**src/rtl/mfe_pkg.sv**
```systemverilog
package mfe_pkg;
  typedef enum logic [1:0] {
    STY_SPLIT = 2'd0,
    STY_ENABLE = 2'd1,
    STY_DSTROBE = 2'd2
  } ctl_style_t;

  typedef struct packed {
    logic as_pin;
    logic rd_e_pin;
    logic wr_rw_pin;
    logic psen_n_pin;
  } ctl_pins_t;
endpackage

```
**src/rtl/mfe_sync.sv**
```systemverilog
module mfe_sync #(
  parameter int W = 8,
  parameter int STAGES = 2
) (
  input  logic         clk,
  input  logic [W-1:0] d,
  output logic [W-1:0] q
);
  logic [W-1:0] chain [STAGES];

  genvar g;
  generate
    for (g = 0; g < STAGES; g++) begin : g_stage
      if (g == 0) begin : g_first
        always_ff @(posedge clk) chain[0] <= d;
      end else begin : g_next
        always_ff @(posedge clk) chain[g] <= chain[g-1];
      end
    end
  endgenerate

  assign q = chain[STAGES-1];
endmodule

```
**src/rtl/mfe_decode.sv**
```systemverilog
module mfe_decode
  import mfe_pkg::*;
(
  input  ctl_style_t style,
  input  ctl_pins_t  pins,
  output logic       rd_req,
  output logic       wr_req
);
  logic pulse_on;

  always_comb begin
    rd_req   = 1'b0;
    wr_req   = 1'b0;
    pulse_on = 1'b0;
    unique case (style)
      STY_SPLIT: begin
        rd_req = ~pins.rd_e_pin;
        wr_req = ~pins.wr_rw_pin;
      end
      STY_ENABLE, STY_DSTROBE: begin
        pulse_on = (style == STY_ENABLE) ? pins.rd_e_pin : ~pins.rd_e_pin;
        rd_req   = pulse_on & pins.wr_rw_pin;
        wr_req   = pulse_on & ~pins.wr_rw_pin;
      end
      default: begin
        rd_req = 1'b0;
        wr_req = 1'b0;
      end
    endcase
    rd_req = rd_req | ~pins.psen_n_pin;
  end
endmodule

```
**src/rtl/mfe_addr.sv**
```systemverilog
module mfe_addr #(
  parameter int ADDR_W = 16
) (
  input  logic              clk,
  input  logic              rst,
  input  logic              muxed,
  input  logic              as_act,
  input  logic [ADDR_W-1:0] pin_addr,
  output logic [ADDR_W-1:0] addr_next
);
  logic [ADDR_W-1:0] held_q;

  always_ff @(posedge clk) begin
    if (rst)
      held_q <= '0;
    else if (muxed && as_act)
      held_q <= pin_addr;
  end

  always_comb begin
    if (!muxed || as_act)
      addr_next = pin_addr;
    else
      addr_next = held_q;
  end

  // with the strobe inactive in multiplexed mode, the held address stays put
  a_r2_hold_after_strobe: assert property (@(posedge clk) disable iff (rst)
    (muxed && !as_act) |=> $stable(held_q));
endmodule

```
**src/rtl/mcu_bus_frontend.sv**
```systemverilog
module mcu_bus_frontend
  import mfe_pkg::*;
#(
  parameter int DATA_W = 8,
  parameter int HI_W = 8,
  parameter int SYNC_STAGES = 2
) (
  input  logic                   clk,
  input  logic                   rst_raw,
  input  logic                   cfg_rst_hi,
  input  logic                   cfg_muxed,
  input  logic                   cfg_as_hi,
  input  logic                   cfg_rw_style,
  input  logic                   cfg_ds_sel,
  input  logic                   bus_as,
  input  logic                   bus_rd_e,
  input  logic                   bus_wr_rw,
  input  logic                   bus_psen_n,
  input  logic [DATA_W-1:0]      bus_ad,
  input  logic [HI_W-1:0]        bus_ahi,
  input  logic [DATA_W-1:0]      bus_dp,
  input  logic [DATA_W-1:0]      rd_data,
  output logic [HI_W+DATA_W-1:0] addr,
  output logic                   rd_active,
  output logic                   wr_valid,
  output logic [DATA_W-1:0]      wr_data,
  output logic [DATA_W-1:0]      bus_dout,
  output logic                   bus_doe
);
  localparam int ADDR_W = HI_W + DATA_W;
  localparam int CTL_W  = $bits(ctl_pins_t);
  localparam int SYN_W  = CTL_W + 2 * DATA_W + HI_W;

  logic rst;
  assign rst = cfg_rst_hi ? rst_raw : ~rst_raw;

  ctl_pins_t raw_ctl, s_ctl;
  logic [DATA_W-1:0] s_ad, s_dp;
  logic [HI_W-1:0]   s_ahi;
  logic [SYN_W-1:0]  syn_in, syn_out;

  assign raw_ctl = '{as_pin: bus_as, rd_e_pin: bus_rd_e,
                     wr_rw_pin: bus_wr_rw, psen_n_pin: bus_psen_n};
  assign syn_in  = {raw_ctl, bus_ahi, bus_ad, bus_dp};

  mfe_sync #(.W(SYN_W), .STAGES(SYNC_STAGES)) u_sync (
    .clk (clk),
    .d   (syn_in),
    .q   (syn_out)
  );

  assign {s_ctl, s_ahi, s_ad, s_dp} = syn_out;

  ctl_style_t style;
  always_comb begin
    if (!cfg_rw_style)   style = STY_SPLIT;
    else if (cfg_ds_sel) style = STY_DSTROBE;
    else                 style = STY_ENABLE;
  end

  logic rd_req, wr_req;
  mfe_decode u_dec (
    .style  (style),
    .pins   (s_ctl),
    .rd_req (rd_req),
    .wr_req (wr_req)
  );

  logic as_act;
  assign as_act = (s_ctl.as_pin == cfg_as_hi);

  logic [ADDR_W-1:0] addr_next;
  mfe_addr #(.ADDR_W(ADDR_W)) u_addr (
    .clk       (clk),
    .rst       (rst),
    .muxed     (cfg_muxed),
    .as_act    (as_act),
    .pin_addr  ({s_ahi, s_ad}),
    .addr_next (addr_next)
  );

  logic wr_level;
  logic wr_lead;
  assign wr_lead = wr_req & ~wr_level;

  always_ff @(posedge clk) begin
    if (rst) begin
      addr      <= '0;
      rd_active <= 1'b0;
      wr_level  <= 1'b0;
      wr_valid  <= 1'b0;
      wr_data   <= '0;
    end else begin
      addr      <= addr_next;
      rd_active <= rd_req;
      wr_level  <= wr_req;
      wr_valid  <= wr_lead;
      if (wr_lead)
        wr_data <= cfg_muxed ? s_ad : s_dp;
    end
  end

  assign bus_doe  = rd_active;
  assign bus_dout = rd_data;

  // a write beat never lasts two clocks
  a_r9_single_beat: assert property (@(posedge clk) disable iff (rst)
    wr_valid |=> !wr_valid);

  // a beat marks a write level that was low the clock before
  a_r9_leading_edge: assert property (@(posedge clk) disable iff (rst)
    wr_valid |-> (wr_level && !$past(wr_level)));

  // one clock after reset the outputs are idle
  a_r1_reset_idle: assert property (@(posedge clk)
    rst |=> (addr == '0 && !rd_active && !wr_valid));

  // write data only changes together with a beat
  a_r9_data_stable: assert property (@(posedge clk) disable iff (rst)
    !wr_valid |-> $stable(wr_data) || $past(rst));
endmodule

```
**config.mk**
```make
export PLATFORM = sky130hd
export DESIGN_NAME = mcu_bus_frontend
export DESIGN_NICKNAME = d
export VERILOG_FILES = /design/src/rtl/mfe_pkg.sv /design/src/rtl/mfe_sync.sv /design/src/rtl/mfe_decode.sv /design/src/rtl/mfe_addr.sv /design/src/rtl/mcu_bus_frontend.sv
export SDC_FILE = /design/constraint.sdc
export NUM_CORES = 1
export LEC_CHECK = 0
export BUFFER_PORTS_ARGS = -buffer_cell sky130_fd_sc_hd__buf_2
export CORE_MARGIN = 5
export CORE_UTILIZATION = 51
export DETAILED_ROUTE_END_ITERATION = 8
export PLACE_DENSITY = 0.76
export RECOVER_POWER = 25
export SYNTH_ARGS = -nofsm -noshare
export SYNTH_HDL_FRONTEND = slang
export SYNTH_SLANG_ARGS = --single-unit
```
**constraint.sdc**
```tcl
create_clock -name clk -period 1.95 [get_ports clk]
set_clock_uncertainty 0.1 [all_clocks]
set_input_delay 0 -clock clk [delete_from_list [all_inputs] [get_ports clk]]
set_output_delay 0 -clock clk [all_outputs]
set_load 0.05 [all_outputs]
```
==> results.md <==
- R2R cell count: 4
- Net count reported at finish: 371
- Status: complete, no violations
- Final ANT Viol Nets: 0
- Vias: approximately 1.8k
- Ranking of synthesized cells by area: dfxtp_1 (66%), mux2i_1 (13%), a311oi_2 (4.0%), nor2_1 (4.0%), buf_4 (2.8%)
- Die Ht: approximately 87 um
- Setup violators final: 0
- Comb pwr share: 0.152
- Die Width: 86.74 um
- Reg2reg start: u_sync.chain[0][55]
- CTS Buffer Depth: 2
- Worst-Margin Slew: roughly 0.55 ns
- Top-area cell type share of the netlist area: 0.6600
- Layout overhead on the synthesized area: 30.62%
- Hold Crit Endpoint: wr_data[1]
- Ys Warns: 0
- CTS Buf Count: 9
- Post-route cell area: approximately 3900 sq um
- Sequential fraction of the synthesis area: 0.6600
- Via density: between 4 and 5
- Cells along the critical path: dlygate4sd3_1 > buf_2 > xnor2_2 > dlygate4sd3_1 > nor2_1
- Initial DRC count: 67
- R2R Setup Slk: 0.48 ns
- I/O pin total: between 70 and 80
- RSZ-0062 raised after global routing: no
- Crit path DAT: about 1.8 ns
- Antenna violations before repair: 0
- Clock sinks: 99
- Worst vdd ir: ~0.69 mV
- IO Port Bufs: a little over 60
- Slew headroom: 0.6329
- Final hold violations: 0
- Power after layout: 4.377 mW
- CP max stage cell: dlygate4sd3_1
- Setup Fix Bufs, Post-CTS: 0
- Clock Latency Late Sink: 0.34 ns
- Commonest non-fill, non-tap cells in the layout: dfxtp_1 (99), buf_2 (61), mux2i_1 (40), dlygate4sd3_1 (39), nor2_1 (32)
- Seq cells post-synth: 99
- Rows: 28
- CP Capture Type: register
- Logic depth of the worst path, buffers included: 5
- Setup Crit Path Kind: primary input to register
- Clk pwr share: 0.340
- Routed WL: between 5000 and 6000 um
- CTS tree: yes
- DRC viols: 0
- Die area: approximately 7500 sq um
- Routed length per placed instance: ~13 um
- Max FO, Critical Path: 10
- Root Driver: clkbuf_8
- Hold path depth: 3
- CP most frequent cell: dlygate4sd3_1
- Hold/Removal Path Class: primary input to register
- Sequential Power Share: 0.508
- Mapped Area: between 3000 and 4000 sq um
- First-pass GRT wire length: 8438 um
- H-tree levels: 3
- Max-slew violations: 0
- Starting Density: 0.5164
- Max cap viols: 0
- Clock transition at path regs: roughly 0.090 ns
- Final TNS setup: 0 ns
- Post-synthesis cell type count: 29
- Synthesized area per cell: ~13 sq um
- Syn_nets: approximately 270
- Crit-path leading delay family: buffers and inverters
- Syn Inst Count: 229
- Slowest stage delay, CP: about 0.65 ns
- Min cycle time layout: 1.682 ns
- Achievable Freq: around 0.59 GHz
- Largest net degree at the start of global routing: 21
- RD Place Congestion: 0.7534
- P_int: ~3.3 mW
- Gr ovfl total: 0
- GRT Total Usage: 0.1484
- Worst path buffer plus inverter count: 3
- CP Data Required Time: about 2.1 ns
- Switch Pwr: roughly 1.1 mW
- Hold path start: cfg_muxed
- Setup crit start: cfg_rst_hi
- Switching share of total power: 0.2570
- Final period util: 0.8625
- Resize count post-CTS: 0
- Layout cells sized above 1: 0.2961
- Synth area leader: dfxtp_1
- Placed inst area: about 3300 sq um
- Hold_buf cts: 39
- First-pass DRT Iterations: 3
- R2R Path End: addr[2]
- Pleak: around 1.9 nW
- Ant diodes: 0
- Most common cell after layout, fill and taps aside: dfxtp_1
- Pwr Density: ~1100 nW/um^2
- Vias in the first global route: about 1.9k
- Worst setup SP type: primary input
- Post-DP HPWL: ~3200 um
- Core area: around 5800 sq um
[registers in the layout (all words and copies together), names as in the netlist]
| name | flops |
|---|---|
| addr | 16 |
| bus_doe | 1 |
| u_addr.held_q | 16 |
| u_sync.chain | 56 |
| wr_data | 8 |
| wr_level | 1 |
| wr_valid | 1 |
[worst register-to-register path, cell delays in order, from the launching register on]
cell,delay [ns]
dfxtp_1,0.33
xor2_1,0.21
nand2_2,0.37
mux2i_1,0.30
nor2_1,0.06
[worst max-delay path by stage]
stage / end / slack, ns
after floorplan: wr_data[5] / 0.37
after detailed placement: wr_data[3] / 0.17
after CTS: addr[15] / 0.26
after global placement: wr_data[3] / 0.25
after global routing: addr[15] / 0.21
final: addr[15] / 0.27
[kinds of logic after synthesis]
| group | count (synthesis) | share of synthesized area |
|---|---|---|
| adder cells (fa/ha/maj) | 2 | 0.008332 |
| AND/OR/NAND/NOR | 43 | 0.06709 |
| multiplexers | 40 | 0.1333 |
| flip-flops | 99 | 0.6600 |
| AO/OA/AOI/OAI | 19 | 0.06667 |
| buffers and inverters | 23 | 0.05583 |
| XOR/XNOR | 3 | 0.008752 |
[layer usage]
layer | track usage | wire, um | vias up
met2 | 0.2684 | 2783 | 42
met5 | 0 | 0 | -
li1 | - | - | 954
met3 | 0.03042 | 193 | 2
met4 | 0.07649 | 38 | 0
met1 | 0.1626 | 2230 | 839
[synth_stat cells (all sizes together)]
| library cell | instances |
|---|---|
| xor2 | 1 |
| a211o | 1 |
| o22ai | 1 |
| nand2b | 2 |
| mux2i | 40 |
| ha | 2 |
| nor3 | 2 |
| xnor2 | 2 |
| nand2 | 1 |
| clkbuf | 3 |
| and4b | 1 |
| nor4 | 1 |
| buf | 16 |
| dfxtp | 99 |
| inv | 4 |
| nor2b | 1 |
| or2 | 2 |
| nor2 | 32 |
| a32oi | 1 |
| a21oi | 8 |
| and2 | 1 |
| a311oi | 8 |
[through the flow]
step	cells	utilization	setup slack (ns)	hold slack (ns)
CTS	406	0.6745	0.2613	0.1269
global placement	351	0.5665	0.2545	-0.09966
floorplan	229	-	0.3723	-0.07228
global route	406	0.6745	0.2078	0.1440
finish	406	0.6745	0.2681	0.1427
detailed placement	351	0.5665	0.1746	-0.09966
[power by group through the flow]
stage / clock, mW / sequential, mW / combinational, mW
6_report: 1.49 / 2.22 / 0.666
5_1_grt: 1.63 / 2.24 / 0.713
4_1_cts: 1.53 / 2.22 / 0.673
3_5_place_dp: 0 / 2.27 / 0.577
3_3_place_gp: 0 / 2.26 / 0.565
2_1_floorplan: 0 / 2.45 / 0.304
[cell type report]
type / count / area, sq um
inverters: 4 / 15.01
flip-flops and latches: 99 / 1982
fillers: 447 / 1893
multi-input cells: 107 / 860.8
clock buffers: 9 / 123.9
repair buffers: 105 / 733.2
clock inverters: 7 / 113.9
well taps: 75 / 93.84
No activity file was read; power rests on OpenSTA's default activity.
